File: config.mk
export PLATFORM = sky130hd
export DESIGN_NAME = flash_cmd_master
export DESIGN_NICKNAME = d
export VERILOG_FILES = /design/src/rtl/flash_cmd_pkg.sv /design/src/rtl/fcm_lockout.sv /design/src/rtl/fcm_seq_gen.sv /design/src/rtl/fcm_bus_timer.sv /design/src/rtl/flash_cmd_master.sv
export SDC_FILE = /design/constraint.sdc
export NUM_CORES = 1
export LEC_CHECK = 0
export BUFFER_PORTS_ARGS = -buffer_cell sky130_fd_sc_hd__buf_2
export CAP_MARGIN = 40
export CORE_ASPECT_RATIO = 2
export CORE_UTILIZATION = 45
export CTS_BUF_LIST = sky130_fd_sc_hd__clkbuf_4 sky130_fd_sc_hd__clkbuf_8
export DETAILED_ROUTE_END_ITERATION = 8
export PLACE_DENSITY = 0.68
export SLEW_MARGIN = 25
export SYNTH_ARGS = -nofsm -noshare
export SYNTH_HDL_FRONTEND = slang
export SYNTH_SLANG_ARGS = --single-unit
File: constraint.sdc
create_clock -name clk -period 3.37 [get_ports clk]
set_clock_uncertainty 0.15 [all_clocks]
set_input_delay 0.337 -clock clk [delete_from_list [all_inputs] [get_ports clk]]
set_output_delay 0.337 -clock clk [all_outputs]
set_load 0.1 [all_outputs]
File: src/rtl/flash_cmd_pkg.sv
package flash_cmd_pkg;

    typedef enum logic [2:0] {
        OP_PROG = 3'd0,
        OP_SECT = 3'd1,
        OP_CHIP = 3'd2,
        OP_IDRD = 3'd3,
        OP_RST  = 3'd4
    } fop_e;

    typedef enum logic [2:0] {
        PH_IDLE,
        PH_SETUP,
        PH_WLOW,
        PH_HOLD,
        PH_READ,
        PH_GAP
    } phase_e;

    typedef enum logic [2:0] {
        ST_IDLE,
        ST_HOLDOFF,
        ST_ISSUE,
        ST_BUSWAIT,
        ST_WRAP
    } ctl_e;

    localparam logic [15:0] UNLOCK_A = 16'h5555;
    localparam logic [15:0] UNLOCK_B = 16'h2AAA;
    localparam logic [7:0]  KEY_A    = 8'hAA;
    localparam logic [7:0]  KEY_B    = 8'h55;
    localparam logic [7:0]  CMD_PROG = 8'hA0;
    localparam logic [7:0]  CMD_ERSU = 8'h80;
    localparam logic [7:0]  CMD_SECT = 8'h30;
    localparam logic [7:0]  CMD_CHIP = 8'h10;
    localparam logic [7:0]  CMD_IDEN = 8'h90;
    localparam logic [7:0]  CMD_EXIT = 8'hF0;

    function automatic logic is_pe(input logic [2:0] op);
        return (op == OP_PROG) || (op == OP_SECT) || (op == OP_CHIP);
    endfunction

endpackage

File: src/rtl/fcm_lockout.sv
module fcm_lockout #(
    parameter int LOCKOUT_CYC = 10000
) (
    input  logic clk,
    input  logic rst_n,
    output logic done
);
    localparam int LCNT_W = $clog2(LOCKOUT_CYC + 1);

    logic [LCNT_W-1:0] cnt_q;

    always_ff @(posedge clk or negedge rst_n) begin
        if (!rst_n) begin
            cnt_q <= '0;
            done  <= 1'b0;
        end else if (!done) begin
            cnt_q <= cnt_q + 1'b1;
            done  <= (cnt_q == LCNT_W'(LOCKOUT_CYC - 1));
        end
    end


    done_sticky_chk: assert property (@(posedge clk) disable iff (!rst_n)
        done |=> done);

endmodule

File: src/rtl/fcm_seq_gen.sv
module fcm_seq_gen
    import flash_cmd_pkg::*;
#(
    parameter int ADDR_W    = 16,
    parameter int SECT_BITS = 12
) (
    input  logic [2:0]        op,
    input  logic [2:0]        step,
    input  logic [ADDR_W-1:0] uaddr,
    input  logic [7:0]        udata,
    output logic              st_rd,
    output logic              st_last,
    output logic [ADDR_W-1:0] st_addr,
    output logic [7:0]        st_data
);
    localparam logic [ADDR_W-1:0] SECT_MASK = ~((ADDR_W'(1) << SECT_BITS) - 1'b1);

    logic [ADDR_W-1:0] pre_addr;
    logic [7:0]        pre_data;
    logic [7:0]        third_cmd;

    always_comb begin
        unique case (op)
            OP_PROG: third_cmd = CMD_PROG;
            OP_SECT, OP_CHIP: third_cmd = CMD_ERSU;
            default: third_cmd = CMD_IDEN;
        endcase
        unique case (step)
            3'd1, 3'd4: begin pre_addr = ADDR_W'(UNLOCK_B); pre_data = KEY_B; end
            3'd2:       begin pre_addr = ADDR_W'(UNLOCK_A); pre_data = third_cmd; end
            default:    begin pre_addr = ADDR_W'(UNLOCK_A); pre_data = KEY_A; end
        endcase
    end

    always_comb begin
        st_rd   = 1'b0;
        st_last = 1'b0;
        st_addr = pre_addr;
        st_data = pre_data;
        unique case (op)
            OP_PROG: begin
                if (step == 3'd3) begin
                    st_addr = uaddr;
                    st_data = udata;
                    st_last = 1'b1;
                end
            end
            OP_SECT: begin
                if (step == 3'd5) begin
                    st_addr = uaddr & SECT_MASK;
                    st_data = CMD_SECT;
                    st_last = 1'b1;
                end
            end
            OP_CHIP: begin
                if (step == 3'd5) begin
                    st_addr = ADDR_W'(UNLOCK_A);
                    st_data = CMD_CHIP;
                    st_last = 1'b1;
                end
            end
            OP_IDRD: begin
                if (step == 3'd3 || step == 3'd4) begin
                    st_rd   = 1'b1;
                    st_addr = ADDR_W'(step == 3'd4);
                    st_data = 8'h00;
                end else if (step == 3'd5) begin
                    st_addr = ADDR_W'(UNLOCK_A);
                    st_data = CMD_EXIT;
                    st_last = 1'b1;
                end
            end
            default: begin
                st_addr = ADDR_W'(UNLOCK_A);
                st_data = CMD_EXIT;
                st_last = 1'b1;
            end
        endcase
    end

endmodule

File: src/rtl/fcm_bus_timer.sv
module fcm_bus_timer
    import flash_cmd_pkg::*;
#(
    parameter int SETUP_CYC  = 1,
    parameter int WE_LOW_CYC = 3,
    parameter int HOLD_CYC   = 1,
    parameter int GAP_CYC    = 2,
    parameter int RD_CYC     = 3
) (
    input  logic clk,
    input  logic rst_n,
    input  logic start,
    input  logic start_rd,
    output logic ce_n,
    output logic we_n,
    output logic oe_n,
    output logic drive,
    output logic sample,
    output logic done
);
    localparam int MAX_AB = (SETUP_CYC > WE_LOW_CYC) ? SETUP_CYC : WE_LOW_CYC;
    localparam int MAX_CD = (HOLD_CYC > GAP_CYC) ? HOLD_CYC : GAP_CYC;
    localparam int MAX_AD = (MAX_AB > MAX_CD) ? MAX_AB : MAX_CD;
    localparam int MAX_ALL = (MAX_AD > RD_CYC) ? MAX_AD : RD_CYC;
    localparam int CNT_W  = $clog2(MAX_ALL + 1);

    phase_e            phase_q, phase_d;
    logic [CNT_W-1:0]  cnt_q, cnt_d;

    function automatic logic [CNT_W-1:0] span(input phase_e p);
        unique case (p)
            PH_SETUP: return CNT_W'(SETUP_CYC - 1);
            PH_WLOW:  return CNT_W'(WE_LOW_CYC - 1);
            PH_HOLD:  return CNT_W'(HOLD_CYC - 1);
            PH_READ:  return CNT_W'(RD_CYC - 1);
            PH_GAP:   return CNT_W'(GAP_CYC - 1);
            default:  return '0;
        endcase
    endfunction

    function automatic phase_e follow(input phase_e p);
        unique case (p)
            PH_SETUP: return PH_WLOW;
            PH_WLOW:  return PH_HOLD;
            PH_HOLD:  return PH_GAP;
            PH_READ:  return PH_GAP;
            default:  return PH_IDLE;
        endcase
    endfunction

    always_ff @(posedge clk or negedge rst_n) begin
        if (!rst_n) begin
            phase_q <= PH_IDLE;
            cnt_q   <= '0;
        end else begin
            phase_q <= phase_d;
            cnt_q   <= cnt_d;
        end
    end

    always_comb begin
        phase_d = phase_q;
        cnt_d   = cnt_q;
        unique case (phase_q)
            PH_IDLE: begin
                if (start) begin
                    phase_d = start_rd ? PH_READ : PH_SETUP;
                    cnt_d   = span(phase_d);
                end
            end
            default: begin
                if (cnt_q != '0) begin
                    cnt_d = cnt_q - 1'b1;
                end else begin
                    phase_d = follow(phase_q);
                    cnt_d   = span(phase_d);
                end
            end
        endcase
    end

    always_comb begin
        ce_n   = (phase_q == PH_IDLE) || (phase_q == PH_GAP);
        we_n   = (phase_q != PH_WLOW);
        oe_n   = (phase_q != PH_READ);
        drive  = (phase_q == PH_SETUP) || (phase_q == PH_WLOW) || (phase_q == PH_HOLD);
        sample = (phase_q == PH_READ) && (cnt_q == '0);
        done   = (phase_q == PH_GAP) && (cnt_q == '0);
    end


    fall_after_setup_chk: assert property (@(posedge clk) disable iff (!rst_n)
        $fell(we_n) |-> $past(phase_q) == PH_SETUP);


    start_when_idle_chk: assert property (@(posedge clk) disable iff (!rst_n)
        start |-> phase_q == PH_IDLE);

endmodule

File: src/rtl/flash_cmd_master.sv
module flash_cmd_master
    import flash_cmd_pkg::*;
#(
    parameter int ADDR_W     = 16,
    parameter int SECT_BITS  = 12,
    parameter int CLK_NS     = 10,
    parameter int MIN_WE_NS  = 6,
    parameter int POWERUP_NS = 100000,
    parameter int SETUP_CYC  = 1,
    parameter int WE_LOW_CYC = 3,
    parameter int HOLD_CYC   = 1,
    parameter int GAP_CYC    = 2,
    parameter int RD_CYC     = 3
) (
    input  logic              clk,
    input  logic              rst_n,
    input  logic              req_valid,
    input  logic [2:0]        req_op,
    input  logic [ADDR_W-1:0] req_addr,
    input  logic [7:0]        req_data,
    output logic              req_ready,
    output logic              busy,
    output logic              resp_valid,
    output logic [7:0]        resp_mfr,
    output logic [7:0]        resp_dev,
    output logic              poll_start,
    output logic [ADDR_W-1:0] poll_addr,
    output logic              fl_ce_n,
    output logic              fl_we_n,
    output logic              fl_oe_n,
    output logic [ADDR_W-1:0] fl_addr,
    output logic [7:0]        fl_dq_out,
    output logic              fl_dq_oe,
    input  logic [7:0]        fl_dq_in
);
    localparam int LOCKOUT_CYC = (POWERUP_NS + CLK_NS - 1) / CLK_NS;
    localparam logic [ADDR_W-1:0] SECT_MASK = ~((ADDR_W'(1) << SECT_BITS) - 1'b1);

    initial begin
        we_floor_chk: assert (WE_LOW_CYC * CLK_NS >= MIN_WE_NS && MIN_WE_NS > 5);
    end

    ctl_e              state_q, state_d;
    logic [2:0]        op_q;
    logic [ADDR_W-1:0] uaddr_q;
    logic [7:0]        udata_q;
    logic [2:0]        step_q;
    logic              last_q;
    logic [ADDR_W-1:0] addr_q;
    logic [7:0]        dout_q;
    logic [7:0]        mfr_q, dev_q;

    logic              lock_done;
    logic              st_rd, st_last;
    logic [ADDR_W-1:0] st_addr;
    logic [7:0]        st_data;
    logic              t_start, t_drive, t_sample, t_done;

    fcm_lockout #(.LOCKOUT_CYC(LOCKOUT_CYC)) u_lock (
        .clk  (clk),
        .rst_n(rst_n),
        .done (lock_done)
    );

    fcm_seq_gen #(.ADDR_W(ADDR_W), .SECT_BITS(SECT_BITS)) u_seq (
        .op     (op_q),
        .step   (step_q),
        .uaddr  (uaddr_q),
        .udata  (udata_q),
        .st_rd  (st_rd),
        .st_last(st_last),
        .st_addr(st_addr),
        .st_data(st_data)
    );

    fcm_bus_timer #(
        .SETUP_CYC (SETUP_CYC),
        .WE_LOW_CYC(WE_LOW_CYC),
        .HOLD_CYC  (HOLD_CYC),
        .GAP_CYC   (GAP_CYC),
        .RD_CYC    (RD_CYC)
    ) u_tmr (
        .clk     (clk),
        .rst_n   (rst_n),
        .start   (t_start),
        .start_rd(st_rd),
        .ce_n    (fl_ce_n),
        .we_n    (fl_we_n),
        .oe_n    (fl_oe_n),
        .drive   (t_drive),
        .sample  (t_sample),
        .done    (t_done)
    );

    // state register
    always_ff @(posedge clk or negedge rst_n) begin
        if (!rst_n) state_q <= ST_IDLE;
        else        state_q <= state_d;
    end

    // next state
    always_comb begin
        state_d = state_q;
        unique case (state_q)
            ST_IDLE: begin
                if (req_valid) begin
                    if (is_pe(req_op) && !lock_done) state_d = ST_HOLDOFF;
                    else                              state_d = ST_ISSUE;
                end
            end
            ST_HOLDOFF: if (lock_done) state_d = ST_ISSUE;
            ST_ISSUE:   state_d = ST_BUSWAIT;
            ST_BUSWAIT: begin
                if (t_done) state_d = last_q ? ST_WRAP : ST_ISSUE;
            end
            ST_WRAP:    state_d = ST_IDLE;
            default:    state_d = ST_IDLE;
        endcase
    end

    // outputs
    always_comb begin
        req_ready  = (state_q == ST_IDLE);
        busy       = (state_q != ST_IDLE);
        t_start    = (state_q == ST_ISSUE);
        poll_start = (state_q == ST_WRAP) && is_pe(op_q);
        resp_valid = (state_q == ST_WRAP) && (op_q == OP_IDRD);
        resp_mfr   = mfr_q;
        resp_dev   = dev_q;
        fl_addr    = addr_q;
        fl_dq_out  = dout_q;
        fl_dq_oe   = t_drive;
        unique case (op_q)
            OP_SECT: poll_addr = uaddr_q & SECT_MASK;
            OP_CHIP: poll_addr = '0;
            default: poll_addr = uaddr_q;
        endcase
    end

    // datapath
    always_ff @(posedge clk or negedge rst_n) begin
        if (!rst_n) begin
            op_q    <= OP_RST;
            uaddr_q <= '0;
            udata_q <= '0;
            step_q  <= '0;
            last_q  <= 1'b0;
            addr_q  <= '0;
            dout_q  <= '0;
            mfr_q   <= '0;
            dev_q   <= '0;
        end else begin
            if (state_q == ST_IDLE && req_valid) begin
                op_q    <= req_op;
                uaddr_q <= req_addr;
                udata_q <= req_data;
                step_q  <= '0;
            end
            if (state_q == ST_ISSUE) begin
                addr_q <= st_addr;
                dout_q <= st_data;
                last_q <= st_last;
            end
            if (state_q == ST_BUSWAIT && t_done && !last_q)
                step_q <= step_q + 1'b1;
            if (t_sample) begin
                if (step_q == 3'd3) mfr_q <= fl_dq_in;
                else                dev_q <= fl_dq_in;
            end
        end
    end


    strobe_excl_chk: assert property (@(posedge clk) disable iff (!rst_n)
        !fl_we_n |-> (fl_oe_n && !fl_ce_n));


    addr_setup_chk: assert property (@(posedge clk) disable iff (!rst_n)
        $fell(fl_we_n) |-> $stable(fl_addr));


    data_hold_chk: assert property (@(posedge clk) disable iff (!rst_n)
        $rose(fl_we_n) |-> ($stable(fl_dq_out) && fl_dq_oe));


    lockout_chk: assert property (@(posedge clk) disable iff (!rst_n)
        ($fell(fl_we_n) && is_pe(op_q)) |-> lock_done);


    poll_only_pe_chk: assert property (@(posedge clk) disable iff (!rst_n)
        poll_start |-> !resp_valid && is_pe(op_q));


    idle_bus_chk: assert property (@(posedge clk) disable iff (!rst_n)
        !busy |-> (fl_ce_n && !fl_dq_oe));


    read_undriven_chk: assert property (@(posedge clk) disable iff (!rst_n)
        !fl_oe_n |-> !fl_dq_oe);

endmodule

# Word-level counts from Yosys, hierarchy flattened
# Index checks and enable logic that the tools add are counted.
# totals
latchBits,0
ramBits,0
mem_bits_ro,0
in_bits,38
regBits,94
n_memories,0
elab_cells,128
# classes
n_div,0
n_mul,0
n_bitwise,1
n_reduce_logical,35
add_sub_neg,3
order_cmp,0
muxes,42
n_shift,0
n_eq_ne,33
# ops
op,count
case mux 16 bit (4 select lines),1
two-way mux 15 bit,3
two-way mux 8 bit,5
two-way mux 3 bit,12
equality test 3 x 2 -> 1 bit (second input constant),11
two-way mux 16 bit,2
case mux 16 bit (2 select lines),1
case mux 8 bit (4 select lines),1
equality test 3 bit (second input constant),9
case mux 8 bit (2 select lines),1
equality test 3 x 1 -> 1 bit (second input constant),5
adder 14 x 1 -> 14 bit (second input constant),1
equality test 14 bit (second input constant),1
zero test 3 bit,4
case mux 3 bit (4 select lines),1
case mux 6 bit (2 select lines),1
OR reduction 2 bit,5
case mux 3 bit (3 select lines),1
logical AND 1 bit,8
logical OR 1 bit,8
two-way mux 2 bit,4
!= test 2 bit (second input constant),4
case mux 2 bit (2 select lines),2
two-way mux 1 bit,6
13 further kinds,17

# Longest topological paths before layout
# Gate-level depths: netlist (run 1).
# depth
depth_word,10
ltp_mapped,9
ltp_nobuf,6

# By module
# A second synthesis (run 1) with hierarchy kept.
# unflattened
hier_cells,405
hier_area_um2,4774.6
# modules_own_cells
module,n_inst,seq_area_each_um2,cells_per_inst,area_per_inst_um2
flash_cmd_master,1,1853.0,205,3072.9
fcm_lockout,1,375.4,54,678.2
fcm_seq_gen,1,0.0,105,660.6
fcm_bus_timer,1,125.1,41,362.8

# Worst setup path after synthesis (run 1)
# No wires, ideal clock.
# synth_timing
path_kind,reg2out
start,register state_q[0]
end,output port busy
stages_incl_launch_ff,4
path_slack_ps,-1088
t_arrival_ps,3971
n_path_buf,1
path_cell_list,dfrtp_1 > buf_2 > nor3_1 > inv_1
# synth_between
elab_chain_len,1
# synth_lines
item,line_no,text
"start, declared",flash_cmd_master.sv:43,"ctl_e state_q, state_d;"
"start signal, assigned",flash_cmd_master.sv:98,else state_q <= state_d;
nonzero test 3 bit,flash_cmd_master.sv:124,busy = (state_q != ST_IDLE);
"end, declared",flash_cmd_master.sv:22,"output logic busy,"
# No other way between the ends.

# Final worst setup path (run 1)
# layout_timing
start,register op_q[0]
end,output port poll_addr[10]
# layout_between
elab_chain_len,2
elab_cells_between_ends,3
classes_between,eq/ne: 2; mux: 1
# layout_lines
item,line_no,text
"start, declared",flash_cmd_master.sv:44,logic [2:0] op_q;
"start signal, assigned",flash_cmd_master.sv:154,op_q <= req_op;
equality test 3 x 2 -> 1 bit or equality test 3 x 1 -> 1 bit (tied branches),flash_cmd_master.sv:133,unique case (op_q)
case mux 16 bit (2 select lines) *,flash_cmd_master.sv:133,
"end, declared",flash_cmd_master.sv:27,"output logic [ADDR_W-1:0] poll_addr,"
# Every way passes the cells marked *; elsewhere a longest branch is shown, timed or not.

==> key figures, run 1 <==
Synth
  – Number of synthesized flops with an enable pin: 0
  – Synth area leaders: dfrtp_1 (51%), nand2_1 (9.9%), mux2_2 (4.4%)
  – Sequential share of the synthesized area: 0.513
  – Yosys reg bits: 94
  – Syn_nets: 528
  – Synth async-reset ratio: 1.00
  – Synth top area share: 0.508
  – Synth Area per Inst: 9.47 µm²
  – Netlist cell types: 61
  – Synth warnings: 0
  – Cell taking the most area after synthesis: dfrtp_1
  – Mapped Area: 0.00458 mm²
  – Post-Syn Instances: 484
  – Ys flop type: dfrtp_1

Timing
  – Slew HR: 0.509
  – WHS: 0.00337 ns
  – Setup ws final: 0.512 ns
  – Final setup violation count: 0
  – Min Tclk post-route: 2.86 ns
  – TNS Setup: 0 ns
  – Slew Limit Fails: 0
  – RSZ-0062 raised after global routing: false
  – Endpoints failing hold: 0
  – Crit share post-route: 0.848
  – F_max: 350 MHz
  – Worst slew pin tran: 0.736 ns

Floorplan
  – Die Span Y: 145 µm
  – Die ar.: 0.0106 mm²
  – Initial core utilization: 0.467
  – Ports: 102
  – # rows: 51
  – Core area: 0.00983 mm²
  – Die Wd: 73.4 µm

Worst setup path
  – Max incr delay on CP: 0.61 ns
  – CP Class: flip-flop to output pin
  – CP max FO: 18
  – Critical Path RT: 2.88 ns
  – CP Cell Sequence: xnor2_1 -> nor2_1 -> buf_4 -> nor2b_1 -> buf_2
  – R2R setup slack: 0.62 ns
  – Critical-path top delay cell: dfrtp_1
  – Reg2reg start: step_q[2]
  – Startpoint types: flip-flop
  – RR Endpoint: fl_addr[9]
  – CP endpoint kind: output pin
  – R2R depth: 6
  – WP buf/inv: 2
  – Delay-heaviest family, CP: buffers and inverters
  – Crit path DAT: 2.37 ns

Cells and area
  – Most frequent cells in the layout: nand2_1 (121), buf_2 (100), dfrtp_1 (93)
  – Area of the multi-input gates: 0.00206 mm²
  – Reg area: 0.00235 mm²
  – Share of cells above drive strength 1: 0.258
  – Commonest non-fill, non-tap cell in the layout: nand2_1
  – Final Util: 0.565
  – Nets: 636
  – Antenna Cells: 0
  – Area grow syn2layout: 21.2%
  – FILL cells: 951

Worst hold path
  – Hold path endpoint: udata_q[7]
  – Hold Path Class: primary input to flip-flop
  – Hold path depth: 3
  – Min-delay src: req_data[7]

Drt
  – Vias: 3901
  – Final WL: 11.7 mm
  – Routed vias/inst: 5.36
  – DRC violations left: 0
  – Iteration-0 DRC count of the detailed router: 194
  – First-pass DRT Iterations: 4
  – Avg WL per Cell: 16.1 µm
  – Post-route ant nets: 0

Power and ir drop
  – Int Power: 1.45 mW
  – Switching power of the nets: 466 µW
  – Clock share of power: 0.352
  – Cell area power density: 346 mW/mm²
  – Sequential power share: 0.590
  – Comb pwr share: 0.058
  – VDD IR-drop max: 210 µV
  – Cell leakage power: 2.92 nW
  – Power Total: 1.92 mW
  – Switching share of power: 0.243

CTS
  – Clock buffer depth: 2
  – Num CTS Buffers: 9
  – Sink Count: 94
  – Root Driver: clkbuf_8
  – CTS tree: built
  – # H-tree levels: 3
  – Clk Latency, worst-skew pair: 0.37 ns
  – CTS clk-pin slew, worst paths: 0.09 ns

Global routing
  – Total gr overflow: 0
  – Largest net degree at the start of global routing: 42
  – Initial antenna violation count: 0
  – First-pass GRT wire length: 18.9 mm
  – Tot GR Track Use: 0.238
  – Vias in the first global route: 3932

Placement
  – Place WS: 0.691 ns
  – Post-DP HPWL: 8.61 mm
  – Gpl congestion: 0.875
  – Port Buffers: 101

Run status
  – Status: finished, final reports clean

Run
  – # Max-Cap Violations: 0
Yosys cell counts (all sizes together) (2+ instances only):
cell type,instances
ha,6
inv,7
nand3,10
nand4,4
a31oi,8
or3,2
a21oi,21
nor4,2
nor3,9
nor2b,18
nor2,38
nand2b,4
a211oi,3
mux2i,2
xor2,4
xnor2,11
or2,2
a21o,4
nor4b,2
o21ai,17
nand3b,3
a221oi,2
dfrtp,93
o311ai,2
buf,21
a32oi,2
o32a,3
and3,5
nor3b,3
clkbuf,8
o211ai,9
mux2,19
nand2,122
per-stage QoR:
step                instance area [µm²]  instances
global route                       5550        728
detailed placement                 5210        696
global placement                   5160        694
CTS                                5550        728
finish                             5550        728
floorplan                          4590        484
flip-flops by register name, summed over array words and instances, names as in the netlist:
signal,flops
last_q,1
op_q,3
udata_q,8
u_lock.done,1
state_q,3
fl_addr,16
u_tmr.cnt_q,2
uaddr_q,16
step_q,3
u_tmr.phase_q,3
resp_dev,8
fl_dq_out,8
u_lock.cnt_q,14
resp_mfr,8
per-layer routing:
metal | GRT usage | vias to the layer above | share of wire
li1 | - | 1861 | -
met1 | 0.249 | 1872 | 0.36
met2 | 0.440 | 143 | 0.56
met3 | 0.0533 | 25 | 0.052
met4 | 0.111 | 0 | 0.033
met5 | 0 | - | 0
power groups by stage:
stage          Sequential (mW)  Clock (mW)  Combinational (mW)
2_1_floorplan             1.19           0             0.00530
3_3_place_gp              1.16           0              0.0928
3_5_place_dp              1.16           0              0.0973
4_1_cts                   1.13       0.689               0.113
5_1_grt                   1.13       0.730               0.120
6_report                  1.13       0.675               0.111
how the worst max path moves through the flow:
stage / startpoint / to / cells past startpoint
6_report: op_q[0] / poll_addr[10] / 5
4_1_cts: op_q[0] / poll_addr[6] / 5
5_1_grt: op_q[0] / poll_addr[10] / 5
2_1_floorplan: state_q[0] / busy / 3
3_3_place_gp: step_q[2] / fl_addr[12] / 6
3_5_place_dp: step_q[2] / fl_addr[12] / 6
timing repair:
action,CTS,global route
setup endpoints to repair,0,0
hold buffers,17,0
hold endpoints to repair,52,0
resized for setup,0,0
setup buffers,0,0
layout make-up:
| type | count | share of cell area |
|---|---|---|
| Inverter | 7 | 0.00473 |
| Tap cell | 132 | 0.0297 |
| Timing Repair Buffer | 126 | 0.139 |
| Multi-Input combinational cell | 354 | 0.372 |
| Sequential cell | 94 | 0.424 |
| Clock inverter | 5 | 0.00653 |
| Clock buffer | 10 | 0.0248 |
worst register-to-register path, cell delays in order, from the launching register on:
cell      delay (ns)
dfrtp_1         0.60
inv_1           0.09
ha_1            0.44
a21oi_1         0.49
nand2_1         0.30
nand3_1         0.36
o211ai_1        0.16
kinds of logic after synthesis:
kind of cell    count (synthesis)  share of synthesized area
simple gates                  229                      0.234
fa+ha+maj                       6                     0.0164
flops                          94                      0.513
xor+xnor                       15                     0.0287
mux                            21                     0.0519
buf+inv                        36                     0.0374
compound gates                 83                      0.119
Note: power is estimated with default switching activity, not from simulation.
==> run 2: changes to the inputs <==
Settings changed: PLACE_DENSITY 0.68 to 0.71.
Clock period 3.37 ns to 2.5 ns, I/O delays scaled along.
==> run 2 against run 1 <==
  * Count of clock-buffer cells in the layout grew 1
  * Clock power up 40%
  * Largest cell class unchanged
  * Setup slack worse by 0.41 ns
  * Highest routed layer unchanged
  * Critical path type unchanged
  * Via count rose by 2.9%
  * Routed wire length grew 2.4%
  * Core utilization up 2.6 points
==> key figures, run 2 (synthesis results as in run 1) <==
Worst setup path
  – R2R depth: 7 (+1)
  – Critical Path RT: 2.10 ns (-0.78 ns)
  – CP max FO: 13 (-5)
  – Delay-heaviest family, CP: buffers and inverters
  – CP Class: flip-flop to output pin
  – WP buf/inv: 1 (-1)
  – Crit path DAT: 2.00 ns (-0.37 ns)
  – Max incr delay on CP: 0.44 ns (-0.17 ns)
  – CP Cell Sequence: xnor2_1 -> nor2_2 -> nor2b_1 -> buf_2
  – Crit path depth: 4 (-1)
  – CP endpoint kind: output pin
  – Critical-path top delay cell: buf_2
  – Startpoint types: flip-flop
  – R2R setup slack: 0.19 ns (-0.43 ns)

CTS
  – CTS tree: built
  – Num CTS Buffers: 9 (unchanged)
  – Clk Latency, worst-skew pair: 0.37 ns (about the same)
  – Clock buffer depth: 2 (unchanged)
  – # H-tree levels: 3 (unchanged)
  – CTS clk-pin slew, worst paths: 0.09 ns (about the same)
  – Sink Count: 94 (unchanged)
  – Root Driver: clkbuf_8

Drt
  – DRC violations left: 0 (unchanged)
  – Vias: 4014 (+2.9%)
  – Final WL: 12.0 mm (+2.4%)
  – First-pass DRT Iterations: 4 (unchanged)
  – Routed vias/inst: 5.31 (-0.91%)
  – Avg WL per Cell: 15.8 µm (-1.4%)
  – Post-route ant nets: 0 (unchanged)
  – Iteration-0 DRC count of the detailed router: 219 (+13%)

Floorplan
  – Core area: 0.00983 mm² (unchanged)
  – Die Span Y: 145 µm (unchanged)
  – Die Wd: 73.4 µm (unchanged)
  – Die ar.: 0.0106 mm² (unchanged)
  – Ports: 102 (unchanged)
  – # rows: 51 (unchanged)
  – Initial core utilization: 0.467 (unchanged)

Power and ir drop
  – Int Power: 2.01 mW (+38%)
  – Cell area power density: 456 mW/mm² (+32%)
  – Comb pwr share: 0.065 (+0.007)
  – VDD IR-drop max: 357 µV (+70%)
  – Clock share of power: 0.358 (+0.006)
  – Sequential power share: 0.577 (-0.013)
  – Switching power of the nets: 639 µW (+37%)
  – Switching share of power: 0.241 (-0.00182)
  – Cell leakage power: 3.04 nW (+4.1%)

Cells and area
  – Antenna Cells: 0 (unchanged)
  – Final Util: 0.592 (+0.0265)
  – Area grow syn2layout: 26.8%
  – Most frequent cells in the layout: nand2_1 (121), buf_2 (100), dfrtp_1 (93)
  – Commonest non-fill, non-tap cell in the layout: nand2_1
  – Post-layout instance area: 0.00581 mm² (+4.7%)
  – Nets: 663 (+4.2%)
  – Share of cells above drive strength 1: 0.269 (+0.0108)

Placement
  – Placed Instance Area: 0.00527 mm² (+1.1%)
  – Port Buffers: 101 (unchanged)
  – Post-DP HPWL: 8.63 mm (+0.25%)
  – Gpl congestion: 0.928 (+6.0%)
  – Place WS: 0.228 ns (-0.463 ns)

Timing
  – Slew Limit Fails: 0 (unchanged)
  – Min Tclk post-route: 2.40 ns
  – F_max: 417 MHz
  – RSZ-0062 raised after global routing: false
  – Endpoints failing hold: 0 (unchanged)
  – Crit share post-route: 0.959
  – WHS: 0.125 ns (+0.122 ns)
  – Final setup violation count: 0 (unchanged)
  – Setup ws final: 0.102 ns (-0.409 ns)
  – Worst slew pin tran: 0.686 ns (-0.0498 ns)
  – Slew HR: 0.543 (+0.0342)

Global routing
  – Total gr overflow: 0 (unchanged)
  – Vias in the first global route: 4097 (+4.2%)
  – First-pass GRT wire length: 19.2 mm (+1.7%)
  – Initial antenna violation count: 0 (unchanged)
  – Tot GR Track Use: 0.240 (+0.00185)
  – Largest net degree at the start of global routing: 52 (+24%)

Run
  – # Max-Cap Violations: 0 (unchanged)

Worst hold path
  – Hold path depth: 3 (unchanged)
  – Hold Path Class: primary input to flip-flop

Run status
  – Status: finished, final reports clean
run 2: changes by cell type in the layout (fill, tap and decap cells not counted), sizes merged:
cell | previous run | this run
clkinv | 2 | 3
buf | 109 | 117
dlygate4sd3 | 17 | 36
clkbuf | 10 | 11
clkinvlp | 3 | 2
run 2: final cells by class:
| cell class | instances | area (µm²) |
|---|---|---|
| clock buffer | 11 | 151 |
| clock inverter | 5 | 33.8 |
| fill | 880 | 4010 |
| inverter | 7 | 26.3 |
| multi-input combinational | 354 | 2080 |
| sequential | 94 | 2350 |
| tap | 132 | 165 |
| timing repair buffer | 153 | 1000 |
run 2: final timing paths:
kind                                end   startpoint
setup / recovery           poll_addr[8]      op_q[1]
hold / removal               state_q[1]    req_valid
setup reg to reg           fl_dq_out[3]    step_q[0]
hold reg to reg             fl_addr[15]  fl_addr[15]
max in group asynchronous   resp_mfr[4]        rst_n
min in group asynchronous    state_q[1]        rst_n
run 2: layer usage:
metal	track usage	share of wire
met1	0.250	0.38
met2	0.436	0.54
met3	0.0457	0.040
met4	0.140	0.048
met5	0	0
run 2: worst register-to-register path: cells and delay by family (launching register included):
kind / cells / cell delay, ns
AOI/OAI and AO/OA: 3 / 0.67
adders and majority gates: 2 / 0.53
DFF: 1 / 0.44
buffers and inverters: 1 / 0.22
and+or+nand+nor: 1 / 0.17
run 2: repair_timing:
item	in CTS	in global routing
gates resized for setup	1	0
hold buffers	36	0
buffers inserted	0	0
endpoints found under the hold margin	91	0
endpoints found under the setup margin	12	0
run 2: power groups by stage:
stage | combinational (mW) | clock, mW | sequential [mW]
after detailed placement | 0.132 | 0 | 1.56
after global routing | 0.186 | 1.03 | 1.53
after floorplan | 0.00714 | 0 | 1.61
final | 0.173 | 0.947 | 1.53
after CTS | 0.175 | 0.969 | 1.53
after global placement | 0.129 | 0 | 1.56
run 2: per-stage QoR:
stage                     instances  TNS, ns  power, mW
after floorplan                 484    -3.84       1.62
after global placement          704        0       1.69
after detailed placement        704        0       1.69
after CTS                       756        0       2.67
after global routing            756        0       2.75
final                           756        0       2.65
